==> config.mk <==
export PLATFORM = sky130hd
export DESIGN_NAME = strobe_bus_master
export DESIGN_NICKNAME = d
export VERILOG_FILES = /design/src/rtl/sbm_pkg.sv /design/src/rtl/sbm_sync.sv /design/src/rtl/sbm_timer.sv /design/src/rtl/sbm_seq.sv /design/src/rtl/strobe_bus_master.sv
export SDC_FILE = /design/constraint.sdc
export NUM_CORES = 1
export LEC_CHECK = 0
export CORE_MARGIN = 1.5
export CORE_UTILIZATION = 40
export CTS_BUF_LIST = sky130_fd_sc_hd__clkbuf_2
export CTS_CLUSTER_SIZE = 10
export DETAILED_ROUTE_END_ITERATION = 7
export PLACE_DENSITY = 0.78
export SYNTH_ARGS = -nofsm -noshare
export SYNTH_HDL_FRONTEND = slang
export SYNTH_SLANG_ARGS = --single-unit
==> constraint.sdc <==
create_clock -name clk -period 1.6 [get_ports clk]
set_input_delay 0.32 -clock clk [delete_from_list [all_inputs] [get_ports clk]]
set_output_delay 0.32 -clock clk [all_outputs]
set_load 0.03 [all_outputs]
==> src/rtl/sbm_pkg.sv <==
package sbm_pkg;
  localparam int DATA_W = 32;

  typedef enum logic [2:0] {
    ST_IDLE, ST_DRIVE, ST_DSTRB, ST_WAIT, ST_ACK, ST_FIN, ST_ABORT
  } seq_state_t;

  function automatic logic [DATA_W-1:0] size_mask(input logic [1:0] sz);
    case (sz)
      2'd0:    size_mask = 32'h0000_00FF;
      2'd1:    size_mask = 32'h0000_FFFF;
      default: size_mask = 32'hFFFF_FFFF;
    endcase
  endfunction

  function automatic logic [1:0] strobe_sel(input logic [1:0] sz, input logic a0);
    if (sz == 2'd0) strobe_sel = a0 ? 2'b01 : 2'b10;
    else            strobe_sel = 2'b11;
  endfunction
endpackage

==> src/rtl/sbm_sync.sv <==
module sbm_sync #(
  parameter int   W       = 2,
  parameter logic RST_VAL = 1'b1
) (
  input  logic         clk,
  input  logic         rst_n,
  input  logic [W-1:0] d,
  output logic [W-1:0] q
);
  generate
    for (genvar b = 0; b < W; b++) begin : g_bit
      logic s1, s2;
      always_ff @(posedge clk or negedge rst_n) begin
        if (!rst_n) begin
          s1 <= RST_VAL;
          s2 <= RST_VAL;
        end else begin
          s1 <= d[b];
          s2 <= s1;
        end
      end
      assign q[b] = s2;
    end
  endgenerate
endmodule

==> src/rtl/sbm_timer.sv <==
module sbm_timer #(
  parameter int TMO_W = 8
) (
  input  logic             clk,
  input  logic             rst_n,
  input  logic             clr,
  input  logic             en,
  input  logic [TMO_W-1:0] limit,
  output logic             expired
);
  logic [TMO_W-1:0] cnt_q, cnt_d;

  always_comb begin
    cnt_d = cnt_q;
    if (clr)     cnt_d = '0;
    else if (en) cnt_d = cnt_q + 1'b1;
  end

  always_ff @(posedge clk or negedge rst_n) begin
    if (!rst_n) cnt_q <= '0;
    else        cnt_q <= cnt_d;
  end

  assign expired = (cnt_q == limit);
endmodule

==> src/rtl/sbm_seq.sv <==
module sbm_seq
  import sbm_pkg::*;
#(
  parameter int ADDR_W = 32,
  parameter int AM_W   = 6
) (
  input  logic              clk,
  input  logic              rst_n,
  input  logic              req_valid,
  output logic              req_ready,
  input  logic              req_write,
  input  logic [1:0]        req_size,
  input  logic [ADDR_W-1:0] req_addr,
  input  logic [AM_W-1:0]   req_am,
  input  logic [DATA_W-1:0] req_wdata,
  output logic              rsp_done,
  output logic              rsp_err,
  output logic [DATA_W-1:0] rsp_rdata,
  input  logic              ack_n_s,
  input  logic              berr_n_s,
  input  logic              expired,
  output logic              timer_clr,
  output logic              timer_en,
  output logic              bus_write_oe,
  output logic              bus_addr_oe,
  output logic [ADDR_W-1:0] bus_addr_o,
  output logic [AM_W-1:0]   bus_am_o,
  output logic              bus_lword_oe,
  output logic [1:0]        bus_ds_oe,
  output logic              bus_as_oe,
  output logic              bus_data_oe,
  output logic [DATA_W-1:0] bus_data_o,
  input  logic [DATA_W-1:0] bus_data_i
);
  seq_state_t        st_q, st_d;
  logic              wr_q;
  logic [1:0]        sz_q;
  logic [ADDR_W-1:0] addr_q;
  logic [AM_W-1:0]   am_q;
  logic [DATA_W-1:0] wdata_q, rdata_q, rdata_d;
  logic              accept, capture, abort;

  assign req_ready = (st_q == ST_IDLE) && ack_n_s && berr_n_s;
  assign accept    = req_valid && req_ready;

  always_comb begin
    st_d      = st_q;
    timer_clr = 1'b0;
    timer_en  = 1'b0;
    capture   = 1'b0;
    abort     = 1'b0;
    case (st_q)
      ST_IDLE:  if (accept) st_d = ST_DRIVE;
      ST_DRIVE: st_d = ST_DSTRB;
      ST_DSTRB: begin
        st_d      = ST_WAIT;
        timer_clr = 1'b1;
      end
      ST_WAIT: begin
        if (!ack_n_s) begin
          st_d    = ST_ACK;
          capture = 1'b1;
        end else if (!berr_n_s || expired) begin
          st_d  = ST_ABORT;
          abort = 1'b1;
        end else begin
          timer_en = 1'b1;
        end
      end
      ST_ACK:   st_d = ST_FIN;
      default:  st_d = ST_IDLE;
    endcase
  end

  always_comb begin
    rdata_d = rdata_q;
    if (capture)    rdata_d = bus_data_i & size_mask(sz_q);
    else if (abort) rdata_d = '1;
  end

  always_ff @(posedge clk or negedge rst_n) begin
    if (!rst_n) begin
      st_q    <= ST_IDLE;
      wr_q    <= 1'b0;
      sz_q    <= 2'd0;
      addr_q  <= '0;
      am_q    <= '0;
      wdata_q <= '0;
      rdata_q <= '0;
    end else begin
      st_q    <= st_d;
      rdata_q <= rdata_d;
      if (accept) begin
        wr_q    <= req_write;
        sz_q    <= req_size;
        addr_q  <= req_addr;
        am_q    <= req_am;
        wdata_q <= req_wdata & size_mask(req_size);
      end
    end
  end

  logic addr_phase, strobe_phase, dir_phase;
  assign addr_phase   = (st_q == ST_DRIVE) || (st_q == ST_DSTRB) || (st_q == ST_WAIT);
  assign strobe_phase = (st_q == ST_DSTRB) || (st_q == ST_WAIT) || (st_q == ST_ACK);
  assign dir_phase    = addr_phase || (st_q == ST_ACK);

  assign bus_addr_oe  = addr_phase;
  assign bus_addr_o   = addr_q;
  assign bus_am_o     = am_q;
  assign bus_lword_oe = addr_phase && sz_q[1];
  assign bus_write_oe = dir_phase && wr_q;
  assign bus_data_oe  = dir_phase && wr_q;
  assign bus_data_o   = wdata_q;
  assign bus_ds_oe    = strobe_phase ? strobe_sel(sz_q, addr_q[0]) : 2'b00;
  assign bus_as_oe    = (st_q == ST_WAIT);

  assign rsp_done  = (st_q == ST_FIN) || (st_q == ST_ABORT);
  assign rsp_err   = (st_q == ST_ABORT);
  assign rsp_rdata = rdata_q;
endmodule

==> src/rtl/strobe_bus_master.sv <==
module strobe_bus_master
  import sbm_pkg::*;
#(
  parameter int ADDR_W = 32,
  parameter int AM_W   = 6,
  parameter int TMO_W  = 8
) (
  input  logic              clk,
  input  logic              rst_n,
  input  logic [TMO_W-1:0]  timeout_limit,
  input  logic              req_valid,
  output logic              req_ready,
  input  logic              req_write,
  input  logic [1:0]        req_size,
  input  logic [ADDR_W-1:0] req_addr,
  input  logic [AM_W-1:0]   req_am,
  input  logic [31:0]       req_wdata,
  output logic              rsp_done,
  output logic              rsp_err,
  output logic [31:0]       rsp_rdata,
  output logic              bus_write_oe,
  output logic              bus_addr_oe,
  output logic [ADDR_W-1:0] bus_addr_o,
  output logic [AM_W-1:0]   bus_am_o,
  output logic              bus_lword_oe,
  output logic [1:0]        bus_ds_oe,
  output logic              bus_as_oe,
  output logic              bus_data_oe,
  output logic [31:0]       bus_data_o,
  input  logic [31:0]       bus_data_i,
  input  logic              bus_dtack_n_i,
  input  logic              bus_berr_n_i
);
  localparam int SYNC_W = 2;

  logic [SYNC_W-1:0] raw_in, sync_out;
  logic              timer_clr, timer_en, expired;

  assign raw_in = {bus_berr_n_i, bus_dtack_n_i};

  sbm_sync #(.W(SYNC_W), .RST_VAL(1'b1)) u_sync (
    .clk(clk), .rst_n(rst_n), .d(raw_in), .q(sync_out)
  );

  sbm_timer #(.TMO_W(TMO_W)) u_timer (
    .clk(clk), .rst_n(rst_n), .clr(timer_clr), .en(timer_en),
    .limit(timeout_limit), .expired(expired)
  );

  sbm_seq #(.ADDR_W(ADDR_W), .AM_W(AM_W)) u_seq (
    .clk(clk), .rst_n(rst_n),
    .req_valid(req_valid), .req_ready(req_ready), .req_write(req_write),
    .req_size(req_size), .req_addr(req_addr), .req_am(req_am),
    .req_wdata(req_wdata),
    .rsp_done(rsp_done), .rsp_err(rsp_err), .rsp_rdata(rsp_rdata),
    .ack_n_s(sync_out[0]), .berr_n_s(sync_out[1]), .expired(expired),
    .timer_clr(timer_clr), .timer_en(timer_en),
    .bus_write_oe(bus_write_oe), .bus_addr_oe(bus_addr_oe),
    .bus_addr_o(bus_addr_o), .bus_am_o(bus_am_o),
    .bus_lword_oe(bus_lword_oe), .bus_ds_oe(bus_ds_oe),
    .bus_as_oe(bus_as_oe), .bus_data_oe(bus_data_oe),
    .bus_data_o(bus_data_o), .bus_data_i(bus_data_i)
  );
endmodule

Word-level counts from Yosys, hierarchy flattened
Cells that the tools add are included. Widths: inputs -> output; s select.

Input bits: 118. Output and inout bits: 112. Register bits after elaboration: 120. Word-level logic and storage cells: 69.

Muxes and demuxes: 24. Bitwise gates (word level): 2. Eq/ne operators: 11. Add/sub/neg operators: 1. Reduce and logical (&&, ||, !) cells: 19.

Operators with widths (count): $mux 32 (4); $pmux 32 s2 (2); $and 32x32->32 (2); $mux 8 (2); $pmux 3 s5 (1); $eq 3x3->1 const B (3); $mux 1 (9); $mux 3 (3); $add 8x1->8 const B (1); $eq 8x8->1 (1); $logic_or 1x1->1 (7); $eq 3x2->1 const B (2); $mux 2 (3); $logic_and 1x1->1 (5); $eq 2x1->1 const B (2); $logic_not 2->1 (2); $reduce_bool 2->1 (2); $eq 3x1->1 const B (1); $logic_not 3->1 (1); $ne 3x2->1 const B (1); $ne 2x1->1 const B (1); $reduce_and 2->1 (1); $logic_not 1->1 (1).

Longest topological paths before layout
Gate-level depths: netlist (run 1).

Depth in word-level cells: 7. Gate-level depth with buffers: 7. Mapped depth without buffers: 4.

Modules after synthesis
A second synthesis (run 1) with hierarchy kept.

Cells, all modules: 397. Area total of the unflattened synthesis: 5108.6 um^2.

By module, submodules not included: sbm_seq (area an instance 4511.8 um^2, cells each 342, seq. area each 2702.6 um^2, instances 1); sbm_timer (area an instance 476.7 um^2, cells each 49, seq. area each 200.2 um^2, instances 1); sbm_sync (area an instance 120.1 um^2, cells each 6, seq. area each 105.1 um^2, instances 1).

Least setup slack after synthesis (run 1)
No wires, ideal clock.

Path type: reg-to-output. Start point: register u_seq.st_q[2]. End point: output port bus_write_oe. Required time: 1280 ps. Arrival: 1901 ps. Setup slack: -621 ps. Cell stages (with the launch flop): 5. Buffers on the path: 2. Cell sequence: dfrtp_1 > clkbuf_1 > or2_2 > a21boi_0 > buf_4.

Cells in the longest elaborated chain, start to end: 5. Elaborated cells between the ends (all ways): 8. Those cells by class: eq/ne: 4; reduce/logical: 4.

RTL lines: start: declaration (RTL line sbm_seq.sv:35) `seq_state_t st_q, st_d;`; start signal: assignment (RTL line sbm_seq.sv:91) `st_q <= st_d;`; $eq 3x1->1 / $eq 3x2->1 (equally long branches) (RTL line sbm_seq.sv:104) `assign addr_phase = (st_q == ST_DRIVE) || (st_q == ST_DSTRB) || (st_q == ST_WAIT);`; $logic_or 1x1->1 (2 in a row) (RTL line sbm_seq.sv:104); $logic_or 1x1->1 (*) (RTL line sbm_seq.sv:106) `assign dir_phase = addr_phase || (st_q == ST_ACK);`; $logic_and 1x1->1 (*); end: declaration (RTL line strobe_bus_master.sv:21) `output logic bus_write_oe,`.

Every way passes the cells marked *; elsewhere a longest branch is shown, timed or not.

Worst setup path in the final report (run 1)
Start point: register u_seq.st_q[2]. End point: output port bus_write_oe.

Cells in the longest elaborated chain, start to end: 5. Elaborated cells between the ends (all ways): 8. Those cells by class: eq/ne: 4; reduce/logical: 4.

RTL lines: $eq 3x1->1 / $eq 3x2->1 (equally long branches) (RTL line sbm_seq.sv:104); $logic_or 1x1->1 (2 in a row) (RTL line sbm_seq.sv:104); $logic_or 1x1->1 (*) (RTL line sbm_seq.sv:106); $logic_and 1x1->1 (*) (RTL line sbm_seq.sv:112) `assign bus_write_oe = dir_phase && wr_q;`.

Marks and branches as above.

==> impl_metrics.env, run 1 <==
export IMPL_ir_drop_uv=1420
export IMPL_critPathKind="flop to output pin"
export IMPL_worst_slew_pin_slew_ns=0.509
export IMPL_syn2layout_area_growth_pct=92.9
export IMPL_rows=41
export IMPL_worst_slack_ns=-0.589
export IMPL_clkTransAtPathRegs_ns=0.19
export IMPL_final_cell_mix="buf_6, clkdlybuf4s50_1, dfrtp_1"
export IMPL_drtIter0Drc=408
export IMPL_die_h_um=118
export IMPL_worstPathMaxFanout=6
export IMPL_syn_area_per_cell_um2=11.1
export IMPL_hold_class="input port to async pin"
export IMPL_layout_commonest_cell="buf_6"
export IMPL_drive_above_1_share=0.546
export IMPL_clock_skew_ns=0.0338
export IMPL_finalMaxSlewViolations=0
export IMPL_fmax_ghz=0.457
export IMPL_start_kind="flop"
export IMPL_synth_area_um2=5310
export IMPL_period_needed_ns=2.19
export IMPL_grt_pass1_vias=5488
export IMPL_htreeDepth=4
export IMPL_io_buffers=229
export IMPL_ys_types=39
export IMPL_post_drt_wl_per_cell_um=20.7
export IMPL_slew_headroom=0.661
export IMPL_finish_utilization=0.802
export IMPL_cts_tree="yes"
export IMPL_ys_seq_elements=120
export IMPL_netlist_area_leader_share=0.547
export IMPL_overflow=0
export IMPL_final_cells=1029
export IMPL_grtUsageTotal=0.266
export IMPL_antenna_found_initial=1
export IMPL_yosysWarningCount=0
export IMPL_cts_buffers=17
export IMPL_syn_nets=597
export IMPL_fill_cells=678
export IMPL_routabilityCongestion=0.814
export IMPL_synth_flop_cell="dfrtp_1"
export IMPL_dieArea_um2=14000
export IMPL_rsz0062_at_grt="true"
export IMPL_yosysSeqAreaShare=0.566
export IMPL_grt_max_degree=32
export IMPL_dp_hpwl_mm=11.5
export IMPL_leakage_nw=4.74
export IMPL_viasPerCell=5.32
export IMPL_dp_cells=881
export IMPL_syn_inst=478
export IMPL_violations="setup timing"
export IMPL_drt_wl_total_mm=21.3
export IMPL_status="complete, but fails checks"
export IMPL_setup_tns_ns=-15.14
export IMPL_first_pass_iters=7
export IMPL_crit_arrival_ns=1.87
export IMPL_initial_core_util=0.416
export IMPL_cp_end_kind="output pin"
export IMPL_yosys_top_cells_area="dfrtp_1, mux2_2, a211oi_2"
export IMPL_finalSetupViolations=223
export IMPL_drc=0
export IMPL_grt_pass1_wl_mm=28.6
export IMPL_min_period_over_period=1.37
export IMPL_pin_count=230
export IMPL_hold_violations=0
export IMPL_clkLatencyLatePin_ns=0.74
export IMPL_synthArstFlopShare=1.00
export IMPL_maxCapViolations=0
export IMPL_synth_top_cell_by_area="dfrtp_1"
export IMPL_num_vias=5471
export IMPL_cts_root_buf="clkbuf_2"
export IMPL_antenna_left=0
export IMPL_cts_num_sinks=120
export IMPL_synth_edf_count=0
export IMPL_coreArea_um2=12800
export IMPL_cellPowerDensity_nw_per_um2=1960
export IMPL_pre_cts_ws_ns=-0.405
export IMPL_clockBufferDepth=2
export IMPL_critPathRequiredTime_ns=1.28
export IMPL_die_w_um=118
export IMPL_fin_nets=962
export IMPL_p_total_mw=20.1
==> cell families after synthesis <==
| group | synth area share |
|---|---|
| AO/OA/AOI/OAI | 0.136 |
| XOR/XNOR | 0.0163 |
| adder cells (fa/ha/maj) | 0.00236 |
| buffers and inverters | 0.0346 |
| flip-flops | 0.566 |
| multiplexers | 0.119 |
| AND/OR/NAND/NOR | 0.126 |
==> stage by stage <==
stage / area [um^2] / hold WS, ns
CTS: 9350 / 0.0308
finish: 10200 / 0.0562
detailed placement: 8110 / 0.305
global placement: 8110 / 0.304
floorplan: 5410 / 0.0244
global route: 10200 / 0.0413
==> worst max-delay path: stages, from the launching register on <==
cell and delay [ns]:
dfrtp_2 0.48, or2_4 0.30, a21boi_4 0.21, buf_6 0.16
==> final cells by class <==
type	instances	area, um^2	area share
clock inverter	15	178	0.0173
sequential	120	3010	0.294
clock buffer	17	85.1	0.00831
timing repair buffer	380	4090	0.399
inverter	5	18.8	0.00183
antenna	1	2.50	0.000244
multi-input combinational	319	2640	0.258
tap	172	215	0.0210
==> state kept, by name, summed over array words and instances, names as in the netlist <==
name	count
u_seq.bus_am_o	6
u_seq.st_q	3
u_seq.bus_addr_o	32
u_seq.sz_q	2
u_timer.cnt_q	8
u_seq.bus_data_o	32
u_sync.g_bit.s2	2
u_sync.g_bit.s1	2
u_seq.wr_q	1
u_seq.rsp_rdata	32
==> synth_stat cells, types with 5 or more instances <==
| master | n |
|---|---|
| a211oi_1 | 6 |
| a211oi_2 | 22 |
| a21oi_1 | 38 |
| buf_2 | 9 |
| clkbuf_1 | 17 |
| dfrtp_1 | 116 |
| inv_1 | 5 |
| mux2_1 | 10 |
| mux2_2 | 39 |
| mux2i_1 | 8 |
| nand2_1 | 64 |
| nand2b_1 | 6 |
| nor2_1 | 59 |
| o21ai_0 | 24 |
| o22ai_1 | 8 |
| xor2_1 | 8 |
==> where the power goes <==
group	switching, mW	internal (mW)	total [mW]
Combinational	6.27	6.24	12.5
Sequential	1.11	4.34	5.44
Clock	1.28	0.873	2.16
Total	8.66	11.5	20.1
==> per-layer routing <==
| layer | share of wire | track usage | routed length (um) | up-vias |
|---|---|---|---|---|
| li1 | - | - | - | 2377 |
| met4 | 0.038 | 0.134 | 818 | 0 |
| met2 | 0.52 | 0.456 | 11100 | 336 |
| met5 | 0 | 0 | 0 | - |
| met3 | 0.082 | 0.0936 | 1730 | 62 |
| met1 | 0.36 | 0.291 | 7570 | 2696 |
==> what timing repair did <==
action                                 4_1_cts  5_1_grt
pin swaps                                   12       43
setup endpoints to repair                  210      221
cloned                                       7        9
endpoints found under the hold margin      118        0
setup buffers                               59       40
hold buffers                                 3        0
gates resized for setup                    769      105
==> path summary, 6_finish.rpt <==
path	depth (start not counted)	slack, ns	from	end
setup / recovery	3	-0.59	u_seq.st_q[2]	bus_write_oe
setup reg to reg	6	-0.11	u_timer.cnt_q[0]	u_seq.st_q[0]
min in group clk	3	0.08	req_wdata[13]	u_seq.bus_data_o[13]
hold reg to reg	0	0.36	u_sync.g_bit[0].s1	u_sync.g_bit[0].s2
max in group asynchronous	3	0.96	rst_n	u_sync.g_bit[1].s1
hold / removal	2	0.06	rst_n	u_seq.rsp_rdata[7]
No activity file was read; power rests on OpenSTA's default activity.
==> inputs of run 2 (changes only) <==
--- a/config.mk
+++ b/config.mk
@@ -10,7 +10,8 @@
 export CTS_BUF_LIST = sky130_fd_sc_hd__clkbuf_2
 export CTS_CLUSTER_SIZE = 10
 export DETAILED_ROUTE_END_ITERATION = 7
-export PLACE_DENSITY = 0.78
+export GPL_TIMING_DRIVEN = 1
+export PLACE_DENSITY = 0.8
 export SYNTH_ARGS = -nofsm -noshare
 export SYNTH_HDL_FRONTEND = slang
 export SYNTH_SLANG_ARGS = --single-unit
==> run 2 against run 1 <==
The flow still finishes with violations (setup timing). Die area did not move. Highest routed layer unchanged. Power fell by 0.16%. Critical endpoint is now bus_lword_oe. Maximum frequency rose by 1.8%. Worst hold slack improved by 0.045 ns. Wire length fell by 5.0%. Setup slack improved by 0.039 ns.
==> impl_metrics.env, run 2 (synthesized netlist as in run 1, its figures left out) <==
export IMPL_rrSetupSlack_ns=-0.37
export IMPL_critPathRequiredTime_ns=1.28
export IMPL_n_antenna_cell=0
export IMPL_worst_slew_pin_slew_ns=0.477
export IMPL_crit_arrival_ns=1.83
export IMPL_cts_root_buf="clkbuf_2"
export IMPL_stdcell_area_um2=10100
export IMPL_violations="setup timing"
export IMPL_htreeDepth=4
export IMPL_max_stage_delay_ns=0.49
export IMPL_holdWs_ns=0.101
export IMPL_crit_slowest_cell="dfrtp_2"
export IMPL_leakage_nw=4.69
export IMPL_start_kind="flop"
export IMPL_slew_headroom=0.682
export IMPL_io_buffers=229
export IMPL_finish_utilization=0.793
export IMPL_layout_commonest_cell="buf_6"
export IMPL_grt_pass1_vias=5696
export IMPL_rsz0062_at_grt="true"
export IMPL_period_needed_ns=2.15
export IMPL_p_total_mw=20.1
export IMPL_cp_end_kind="output pin"
export IMPL_clock_skew_ns=0.0271
export IMPL_clkLatencyLatePin_ns=0.69
export IMPL_finalSetupViolations=135
export IMPL_reg2reg_to="u_timer.cnt_q[4]"
export IMPL_hold_class="input port to async pin"
export IMPL_overflow=0
export IMPL_dieArea_um2=14000
export IMPL_grt_pass1_wl_mm=29.7
export IMPL_path_cells="nor2_4, or2_4, inv_2, and2_4, buf_6"
export IMPL_clockBufferDepth=2
export IMPL_final_cell_mix="buf_6, clkdlybuf4s50_1, buf_4"
export IMPL_cpLargestDelayFamily="flip-flops"
export IMPL_cp_endpoint="bus_lword_oe"
export IMPL_critPathKind="flop to output pin"
export IMPL_rows=41
export IMPL_min_period_over_period=1.34
export IMPL_routabilityCongestion=0.823
export IMPL_grtUsageTotal=0.272
export IMPL_maxCapViolations=0
export IMPL_cellPowerDensity_nw_per_um2=1980
export IMPL_dp_hpwl_mm=11.0
export IMPL_coreArea_um2=12800
export IMPL_hold_violations=0
export IMPL_worstPathMaxFanout=4
export IMPL_worst_slack_ns=-0.549
export IMPL_setup_tns_ns=-28.07
export IMPL_fmax_ghz=0.465
export IMPL_first_pass_iters=5
export IMPL_pin_count=230
export IMPL_drive_above_1_share=0.532
export IMPL_post_drt_wl_per_cell_um=19.6
export IMPL_crit_cells=5
export IMPL_antenna_found_initial=0
export IMPL_num_vias=5388
export IMPL_r2r_start="u_seq.st_q[2]"
export IMPL_crit_start="u_seq.st_q[1]"
export IMPL_cts_tree="yes"
export IMPL_syn2layout_area_growth_pct=90.7
export IMPL_grt_max_degree=54
export IMPL_status="complete, but fails checks"
export IMPL_die_w_um=118
export IMPL_place_area_um2=8120
export IMPL_cts_num_sinks=120
export IMPL_viasPerCell=5.24
export IMPL_drtIter0Drc=379
export IMPL_finalMaxSlewViolations=0
export IMPL_clkTransAtPathRegs_ns=0.17
export IMPL_cts_buffers=17
export IMPL_path_buf_inv=2
export IMPL_ff2ff_path_depth=10
export IMPL_fin_nets=964
export IMPL_die_h_um=118
export IMPL_antenna_left=0
export IMPL_drt_wl_total_mm=20.2
export IMPL_drc=0
export IMPL_initial_core_util=0.416
export IMPL_ir_drop_uv=1350
-- run 2: cell count changes in the layout (fill, tap and decap cells not counted), moves of 5 or more --
cell,delta
nand2_1,+15
a21oi_2,+21
nand2_4,-17
clkbuf_16,-7
buf_4,+5
o22ai_4,+6
o21ai_2,-18
a21oi_1,-20
o21ai_1,+19
-- run 2: stage by stage --
step / setup WS [ns] / std cells
final: -0.549 / 1029
after global placement: -0.356 / 884
after global routing: -0.634 / 1029
after floorplan: -0.147 / 478
after CTS: -0.571 / 993
after detailed placement: -0.449 / 884
-- run 2: how the worst min path moves through the flow --
stage           from                   to  slack (ns)
2_1_floorplan  rst_n  u_seq.bus_addr_o[0]        0.02
3_3_place_gp   rst_n     u_timer.cnt_q[1]        0.26
3_5_place_dp   rst_n     u_timer.cnt_q[0]        0.27
4_1_cts        rst_n     u_timer.cnt_q[2]        0.01
5_1_grt        rst_n     u_timer.cnt_q[2]        0.06
6_report       rst_n     u_timer.cnt_q[3]        0.10
-- run 2: metal layers --
| layer | up-vias | global-route usage | wire length (um) |
|---|---|---|---|
| met3 | 60 | 0.102 | 1850 |
| li1 | 2387 | - | - |
| met1 | 2655 | 0.291 | 7120 |
| met5 | - | 0 | 0 |
| met4 | 0 | 0.106 | 704 |
| met2 | 286 | 0.483 | 10500 |
-- run 2: layout make-up --
| type | instances | area, um^2 |
|---|---|---|
| Multi-Input combinational cell | 319 | 2570 |
| Tap cell | 172 | 215 |
| Clock buffer | 21 | 105 |
| Inverter | 5 | 21.3 |
| Clock inverter | 10 | 129 |
| Sequential cell | 120 | 3010 |
| Timing Repair Buffer | 382 | 4080 |
| Fill cell | 671 | 2650 |
-- run 2: repair_timing --
| item | 4_1_cts | 5_1_grt |
|---|---|---|
| gates resized for setup | 797 | 53 |
| setup endpoints to repair | 175 | 227 |
| cloned | 13 | 1 |
| endpoints found under the hold margin | 118 | 0 |
| buffers inserted | 64 | 38 |
| pin swaps | 15 | 11 |
| hold buffers | 3 | 0 |
-- run 2: report_power, final --
group          switching, mW  internal [mW]
clock network           1.13          0.872
logic                   6.31           6.36
registers               1.07           4.34
total                   8.51           11.6
